==> src/rtl/dma_seq_pkg.sv <==
package dma_seq_pkg;

    typedef enum logic [1:0] {
        ST_IDLE    = 2'd0,
        ST_WAIT_EV = 2'd1,
        ST_REQ     = 2'd2
    } seq_state_t;

    localparam logic [1:0] STEP_HOLD = 2'b00;
    localparam logic [1:0] STEP_INC  = 2'b01;
    localparam logic [1:0] STEP_DEC  = 2'b10;
    localparam logic [1:0] STEP_IDX  = 2'b11;

    localparam int unsigned IDX_W     = 16;
    localparam logic [3:0]  SLOT_NONE = 4'hF;

    // Map a pacing code to an event-line slot; SLOT_NONE for free/reserved.
    function automatic logic [3:0] ev_slot(input logic [3:0] code);
        logic [3:0] slot;
        unique case (code)
            4'b0001: slot = 4'd0;
            4'b0010: slot = 4'd1;
            4'b0101: slot = 4'd2;
            4'b0110: slot = 4'd3;
            4'b1101: slot = 4'd4;
            4'b1110: slot = 4'd5;
            4'b1111: slot = 4'd6;
            default: slot = SLOT_NONE;
        endcase
        return slot;
    endfunction

endpackage

==> src/rtl/dma_sync_sel.sv <==
module dma_sync_sel
    import dma_seq_pkg::*;
#(
    parameter int unsigned NEV = 7
) (
    input  logic           clk,
    input  logic           rst_n,
    input  logic [3:0]     code,
    input  logic [NEV-1:0] ev,
    input  logic           clr,
    input  logic           consume,
    output logic           pending,
    output logic           overrun
);
    localparam int unsigned SW = (NEV > 1) ? $clog2(NEV) : 1;

    logic [NEV-1:0] ev_q;
    logic [3:0]     slot;
    logic           sel_now;
    logic           sel_prev;
    logic           rise;

    always_comb begin
        slot     = ev_slot(code);
        sel_now  = 1'b0;
        sel_prev = 1'b0;
        if (32'(slot) < NEV) begin
            sel_now  = ev[SW'(slot)];
            sel_prev = ev_q[SW'(slot)];
        end
        rise = sel_now & ~sel_prev;
    end

    always_ff @(posedge clk) begin
        if (!rst_n) begin
            ev_q    <= '0;
            pending <= 1'b0;
            overrun <= 1'b0;
        end else begin
            ev_q <= ev;
            if (clr) begin
                pending <= 1'b0;
                overrun <= 1'b0;
            end else begin
                if (rise && pending && !consume)
                    overrun <= 1'b1;
                pending <= rise | (pending & ~consume);
            end
        end
    end

endmodule

==> src/rtl/dma_addr_step.sv <==
module dma_addr_step
    import dma_seq_pkg::*;
#(
    parameter int unsigned AW = 16
) (
    input  logic [AW-1:0]    cur,
    input  logic [1:0]       sel,
    input  logic [IDX_W-1:0] elem_idx,
    input  logic [IDX_W-1:0] frame_idx,
    input  logic             last,
    output logic [AW-1:0]    nxt
);
    logic [IDX_W-1:0] idx;
    logic [AW-1:0]    ext;

    always_comb begin
        idx = last ? frame_idx : elem_idx;
        ext = AW'($signed(idx));
        unique case (sel)
            STEP_HOLD: nxt = cur;
            STEP_INC:  nxt = cur + AW'(1);
            STEP_DEC:  nxt = cur - AW'(1);
            default:   nxt = cur + ext;
        endcase
    end

endmodule

==> src/rtl/dma_irq_ctl.sv <==
module dma_irq_ctl (
    input  logic fire,
    input  logic irq_en,
    input  logic irq_sel,
    input  logic ring_mode,
    input  logic last_frame,
    input  logic last_blk,
    input  logic half,
    output logic irq
);
    logic qualify;

    always_comb begin
        if (ring_mode)
            qualify = irq_sel ? (last_frame | half) : last_frame;
        else
            qualify = irq_sel ? last_frame : last_blk;
        irq = fire & irq_en & qualify;
    end

endmodule

==> src/rtl/dma_chan_seq.sv <==
module dma_chan_seq
    import dma_seq_pkg::*;
#(
    parameter int unsigned AW  = 16,
    parameter int unsigned CW  = 16,
    parameter int unsigned NEV = 7
) (
    input  logic             clk,
    input  logic             rst_n,
    input  logic             start,
    input  logic [AW-1:0]    src_start,
    input  logic [AW-1:0]    dst_start,
    input  logic [1:0]       src_step,
    input  logic [1:0]       dst_step,
    input  logic [15:0]      elem_idx,
    input  logic [15:0]      frame_idx,
    input  logic [CW-1:0]    elem_cnt,
    input  logic [CW-1:0]    frame_cnt,
    input  logic             ring_mode,
    input  logic             irq_en,
    input  logic             irq_sel,
    input  logic [3:0]       sync_code,
    input  logic [NEV-1:0]   sync_ev,
    input  logic             xfer_done,
    output logic [AW-1:0]    src_addr,
    output logic [AW-1:0]    dst_addr,
    output logic             xfer_req,
    output logic             active,
    output logic             block_done,
    output logic             irq,
    output logic             overrun
);
    localparam int unsigned NSIDE = 2;

    seq_state_t    state_q, state_d;
    logic [CW-1:0] ecnt_q, fcnt_q;
    logic [CW-1:0] half_mark;
    logic          free_run, pending, consume, load;
    logic          fire, last_frame, last_blk, half;

    logic [AW-1:0] cur_a [NSIDE];
    logic [AW-1:0] nxt_a [NSIDE];
    logic [1:0]    sel_a [NSIDE];
    logic [AW-1:0] start_a [NSIDE];
    logic [AW-1:0] addr_q [NSIDE];

    assign free_run   = (sync_code == 4'b0000);
    assign load       = (state_q == ST_IDLE) && start;
    assign consume    = (state_q == ST_WAIT_EV) && !free_run && pending;
    assign fire       = (state_q == ST_REQ) && xfer_done;
    assign last_frame = (ecnt_q == CW'(1));
    assign last_blk   = last_frame && (fcnt_q == CW'(1)) && !ring_mode;
    assign half_mark  = elem_cnt - (elem_cnt >> 1) + CW'(1);
    assign half       = ring_mode && (ecnt_q == half_mark);

    assign sel_a[0]   = src_step;
    assign sel_a[1]   = dst_step;
    assign start_a[0] = src_start;
    assign start_a[1] = dst_start;

    dma_sync_sel #(.NEV(NEV)) sync_i (
        .clk     (clk),
        .rst_n   (rst_n),
        .code    (sync_code),
        .ev      (sync_ev),
        .clr     (load),
        .consume (consume),
        .pending (pending),
        .overrun (overrun)
    );

    for (genvar g = 0; g < NSIDE; g++) begin : g_side
        assign cur_a[g] = addr_q[g];

        dma_addr_step #(.AW(AW)) step_i (
            .cur       (cur_a[g]),
            .sel       (sel_a[g]),
            .elem_idx  (elem_idx),
            .frame_idx (frame_idx),
            .last      (last_frame),
            .nxt       (nxt_a[g])
        );

        always_ff @(posedge clk) begin
            if (!rst_n)
                addr_q[g] <= '0;
            else if (load)
                addr_q[g] <= start_a[g];
            else if (fire)
                addr_q[g] <= nxt_a[g];
        end
    end

    dma_irq_ctl irq_i (
        .fire       (fire),
        .irq_en     (irq_en),
        .irq_sel    (irq_sel),
        .ring_mode  (ring_mode),
        .last_frame (last_frame),
        .last_blk   (last_blk),
        .half       (half),
        .irq        (irq)
    );

    // Next-state logic
    always_comb begin
        state_d = state_q;
        unique case (state_q)
            ST_IDLE:    if (start) state_d = ST_WAIT_EV;
            ST_WAIT_EV: if (free_run || pending) state_d = ST_REQ;
            ST_REQ:     if (xfer_done) state_d = last_blk ? ST_IDLE : ST_WAIT_EV;
            default:    state_d = ST_IDLE;
        endcase
    end

    // State register
    always_ff @(posedge clk) begin
        if (!rst_n) state_q <= ST_IDLE;
        else        state_q <= state_d;
    end

    // Element and frame counters
    always_ff @(posedge clk) begin
        if (!rst_n) begin
            ecnt_q <= '0;
            fcnt_q <= '0;
        end else if (load) begin
            ecnt_q <= elem_cnt;
            fcnt_q <= frame_cnt;
        end else if (fire) begin
            if (last_frame) begin
                ecnt_q <= elem_cnt;
                if (!ring_mode) fcnt_q <= fcnt_q - CW'(1);
            end else begin
                ecnt_q <= ecnt_q - CW'(1);
            end
        end
    end

    // Outputs
    always_comb begin
        xfer_req   = (state_q == ST_REQ);
        active     = (state_q != ST_IDLE);
        block_done = fire && last_blk;
        src_addr   = addr_q[0];
        dst_addr   = addr_q[1];
    end

endmodule

==> config.mk <==
export PLATFORM = sky130hd
export DESIGN_NAME = dma_chan_seq
export DESIGN_NICKNAME = d
export VERILOG_FILES = /design/src/rtl/dma_seq_pkg.sv /design/src/rtl/dma_sync_sel.sv /design/src/rtl/dma_addr_step.sv /design/src/rtl/dma_irq_ctl.sv /design/src/rtl/dma_chan_seq.sv
export SDC_FILE = /design/constraint.sdc
export NUM_CORES = 1
export LEC_CHECK = 0
export BUFFER_PORTS_ARGS = -buffer_cell sky130_fd_sc_hd__buf_4
export CAP_MARGIN = 20
export CELL_PAD_IN_SITES_DETAIL_PLACEMENT = 1
export CELL_PAD_IN_SITES_GLOBAL_PLACEMENT = 1
export CORE_MARGIN = 10
export CORE_UTILIZATION = 40
export DETAILED_ROUTE_END_ITERATION = 16
export GPL_TIMING_DRIVEN = 0
export PLACE_DENSITY = 0.89
export SLEW_MARGIN = 20
export SYNTH_ARGS = -nofsm -noshare
export SYNTH_HDL_FRONTEND = slang
export SYNTH_SLANG_ARGS = --single-unit
==> constraint.sdc <==
create_clock -name clk -period 13.96 [get_ports clk]
set_input_delay 0.698 -clock clk [delete_from_list [all_inputs] [get_ports clk]]
set_output_delay 0.698 -clock clk [all_outputs]
set_load 0.01 [all_outputs]
* Yosys cells after proc, flatten, opt, wreduce, memory -nomap -nowiden
Memory sizes are Yosys's and may differ from the RTL's. Index checks and enable logic that the tools add are counted.
Cells by class: bitwise operators 13, eq/ne operators 20, add/subtract/negate cells 10, reductions and logical operators 24, multiplexer cells 37, order comparisons 2
Operator list (number):
- $mux W16 | 12
- $pmux W16 S3 | 2
- $sub A16 B1 Y16 const B | 4
- $add A16 B1 Y16 const B | 3
- $add A16 B16 Y16 | 2
- $eq A16 B1 Y1 const B | 2
- $pmux W4 S7 | 1
- $eq A16 B16 Y1 | 1
- $mux W1 | 16
- $sub A16 B15 Y16 | 1
- $eq A4 B4 Y1 const B | 3
- $logic_and A1 B1 Y1 | 10
- $eq A4 B3 Y1 const B | 2
- $bmux W1 S3 | 2
- $eq A2 B1 Y1 const B | 3
- $eq A2 B2 Y1 const B | 3
- $logic_not A2 Y1 | 3
- $mux W2 | 3
- $or A1 B1 Y1 | 6
- $pmux W2 S3 | 1
- $reduce_and A3 Y1 | 2
- $reduce_bool A2 Y1 | 3
- $and A1 B1 Y1 | 4
- $eq A4 B1 Y1 const B | 1
- other kinds (10) | 16
Storage, ports and cells: logic and storage cells 113, memories 1, register bits after elaboration 43, bits of input ports 118, RAM bits 32
Memory list:
- addr_q | words 2, bits a word 16, read ports 2, clocked after Yosys merged registers in 0, wr ports 2, line dma_chan_seq.sv:45 | logic [AW-1:0] addr_q [NSIDE];

* Logic depth before layout (Yosys ltp)
depth in word-level cells 9, gate-level depth with buffers 24, gate-level depth less buffers 20

* Modules after synthesis
Synthesis repeated with hierarchy kept, for this count alone.
Second synthesis, totals: cell total of the unflattened synthesis 1067, area total of the unflattened synthesis 8185.4 um^2
Modules (own cells, without submodules):
- dma_chan_seq | times used 1, sequential area each 1641.6 um^2, cells each 527, area each 4516.8 um^2
- dma_addr_step (g_side[1].step_i) | times used 1, sequential area each 0.0 um^2, cells each 244, area each 1624.1 um^2
- dma_addr_step (g_side[0].step_i) | times used 1, sequential area each 0.0 um^2, cells each 240, area each 1561.5 um^2
- dma_sync_sel | times used 1, sequential area each 180.2 um^2, cells each 50, area each 451.7 um^2
- dma_irq_ctl | times used 1, sequential area each 0.0 um^2, cells each 6, area each 31.3 um^2

* Worst setup path after synthesis
OpenSTA, ideal clock, no wires.
path kind reg2reg, start register ecnt_q[1], end memory addr_q[1][15], data pin, required time 13.701 ns, cell stages (with the launch flop) 25, path slack 8.827 ns, data arrival time 4.874 ns, clock period less this slack 5.133 ns, path through dfxtp_1 -> inv_1 -> ha_1 -> nor4b_2 -> nand4_4 -> buf_6 -> clkbuf_1 -> clkbuf_1 -> mux2i_1 -> ha_1 -> clkbuf_1 -> o21ai_0 -> nor2_1 -> xor2_1 -> o21ai_0 -> o21ai_0 -> ha_1 -> or4_1 -> o21ai_0 -> a21oi_1 -> a211oi_1 -> nor3_1 -> a2111oi_0 -> xnor2_1 -> o21ai_1
RTL lines:
- from (decl) | line dma_chan_seq.sv:36 | logic [CW-1:0] ecnt_q, fcnt_q;
- from (signal assigned) | line dma_chan_seq.sv:128 | ecnt_q <= elem_cnt;
- from (signal assigned) | line dma_chan_seq.sv:132 | ecnt_q <= elem_cnt;
- from (signal assigned) | line dma_chan_seq.sv:135 | ecnt_q <= ecnt_q - CW'(1);
- to (decl) | line dma_chan_seq.sv:45

==> run metrics <==
mapped cell area=6940 um^2; commonest non-fill, non-tap cell in the layout=buf_4; chip width=152 um; Die Y=152 um; post-synthesis compound-gate area fraction=0.209; Iteration-0 DRC Markers=446; Syn Inst Count=859; Final WS setup=7.44 ns; mux cell area share after synthesis=0.0268; antenna violations before repair=0; Seq/Total Area, Yosys=0.262; Comb power frac=0.466; synth unique cells=61; CTS tree=yes; P_int=603 uW; critical path data arrival time=6.62 ns; Synth area leader=edfxtp_1; I/O Pins=155; flops & latches, synth=75; Hold Crit Class=flop to flop; Place WS=7.55 ns; relative slew slack=0.444; post_cts resized=0; DRC=0; Mapped Nets=1048; share of the synthesized area in the top cell type=0.138; final std cells w/o fill=1256; hold_buf cts=0; global placement routability congestion=0.884; Synth Area in Simple Gates=0.212; first-pass GRT wire length=39500 um; share of cells above drive strength 1=0.186; Worst Skew=0.00734 ns; Max Clock Freq=0.153 GHz; CTS Buf Count=9; GRT overflow=0; Synth Area in XOR/XNOR=0.117; Clock Latency Late Sink=0.36 ns; Synth async-reset ratio=0; count of warnings emitted by yosys=0; RSZ-0062 raised after global routing=no; Core Box Area=17200 um^2; Placed Cells=1240; TritonCTS Sinks=75; GRT Overall Usage=0.215; status=completed; Slew @ Worst Pin=0.832 ns; LEAKAGE=0.00382 uW; Sum Neg Setup Slack=0 ns; Initial Util=0.404; Final Hold Viols=0; Final min period=6.52 ns; cell repeated most along the worst path=o21ai_0; vias in the first global route=7497; port bufs=154; top_reg_cell synth=dfxtp_1; H-tree depth=3; postcts setup bufs=0; Worst Setup Start Kind=flop; most frequent cells in the layout=buf_4 (154), o21ai_0 (93), nor2_1 (79); vias per cell=5.70; Sequential Power Share=0.291; slowest cell on the critical path=clkbuf_1; PwrDens=115 nW/um^2; sw frac=0.399; die area=23000 um^2; overall power=1000 uW; largest cells by area after synthesis=edfxtp_1 (14%), dfxtp_1 (12%), ha_1 (12%); crit share post-route=0.467; Setup violations, final=0; DRT antenna net count=0; nets=1215; VDD IR max=0.0000679 V; Clock power frac=0.243; Max-Cap Viols=0; Core Rows=48; WHS=0.527 ns; dpl hpwl=20100 um; kind of critical path=flop to flop; delay-heaviest family, CP=compound AO/OA/AOI/OAI gates; largest net degree at the start of global routing=13; Net Switching=401 uW; CTS clk-pin slew, worst paths=0.06 ns; routed vias=7154; Post-Synth Adder-Cell Area=0.131; Crit path largest cell delay=0.53 ns; Initial DRT Pass Iterations=7; Root Buffer=clkbuf_16; # diodes=0; ordered list of cells on the worst path=inv_1 > ha_1 > nor4b_2 > nand4_4 > buf_6 > clkbuf_1 > clkbuf_1 > mux2i_1 > ha_1 > clkbuf_1 > o21ai_0 > nor2_1 > xor2_1 > o21ai_0 > o21ai_0 > ha_1 > or4_1 > o21ai_0 > a21oi_1 > a211oi_1 > nor3_1 > a2111oi_0 > xnor2_1 > o21ai_1; crit end category=flop; largest family of logic cells by synthesized area=simple AND/OR/NAND/NOR gates; final slew viol count=0; Longest Clk Path Bufs=2; WP buf/inv=5; Post-Route WL=25200 um; Post-synth EDFFs=32; area delta synth->final=25.4%; routed len/inst=20.1 um; worst endpoint required time=14.06 ns; CP Max Fanout=10; Avg Inst Size Synth=8.08 um^2
## routing by layer
metal,GRT usage,part of all wire,vias up,routed length (um)
met2,0.378,0.50,200,12600
met1,0.257,0.41,3482,10400
li1,-,-,3431,-
met4,0.0748,0.023,0,584
met5,0,0,-,0
met3,0.0389,0.064,41,1620
## stage by stage
stage	cell area, um^2	utilization
after floorplan	6940	-
after detailed placement	8410	0.490
after CTS	8710	0.507
after global placement	8380	0.488
after global routing	8710	0.507
final	8710	0.507
## kinds of logic (layout without fill, tap and decap cells)
family | Yosys count | after routing
and+or+nand+nor | 289 | 289
muxes | 18 | 18
adders and majority gates | 71 | 71
AOI/OAI and AO/OA | 242 | 242
buffers and inverters | 71 | 243
xor gates and xnor gates | 93 | 93
DFF | 75 | 75
## area by class of cell
type                       count  area, um^2
tap                          225         282
buffer                        33         148
multi-input combinational    713        4840
sequential                    75        1820
clock inverter                 4        20.0
timing repair buffer         156        1180
clock buffer                  12         279
fill                        2127        8470
inverter                      38         143
## flip-flops by register name, summed over array words and instances (netlist names)
register and count:
addr_q 32, sync_i.overrun 1, sync_i.pending 1, ecnt_q 16
state_q 2, fcnt_q 16, sync_i.ev_q 7
## synthesized netlist by cell type, drive strengths merged (3+ instances only)
library cell / count
fa: 3
nor2b: 6
nand3b: 6
o211ai: 3
nor3: 40
nand2: 76
nor2: 79
nand3: 15
and3: 6
o31ai: 5
o32ai: 3
xor2: 42
and2: 11
o21bai: 4
a21o: 9
a22o: 5
inv: 38
o21ai: 100
buf: 4
a22oi: 4
or3: 8
clkbuf: 29
a31oi: 6
or4: 4
nor4: 8
edfxtp: 32
xnor2: 51
nand4b: 3
nand4: 8
a32o: 3
o21a: 7
a211oi: 19
dfxtp: 43
nand2b: 11
nor3b: 4
mux2i: 16
ha: 68
a21oi: 57
## power groups by stage
stage | sequential [uW] | clock, uW | combinational [uW]
after global routing | 295 | 254 | 517
after global placement | 295 | 0 | 437
after detailed placement | 296 | 0 | 456
after CTS | 291 | 243 | 466
after floorplan | 293 | 0 | 312
final | 292 | 244 | 468
## worst min-delay path: cells and delay by family, from the launching register on
kind             cells  cell delay (ns)
flip-flops           1             0.32
AND/OR/NAND/NOR      1             0.08
AO/OA/AOI/OAI        1             0.08
## final timing paths
check / slack [ns] / startpoint / to / depth (start not counted)
max: 7.44 / ecnt_q[1] / addr_q[1][15] / 24
min: 0.53 / sync_i.pending / sync_i.pending / 2
max reg2reg: 7.44 / ecnt_q[1] / addr_q[1][15] / 24
min reg2reg: 0.53 / sync_i.pending / sync_i.pending / 2
Power figures use the tool's default switching activity.
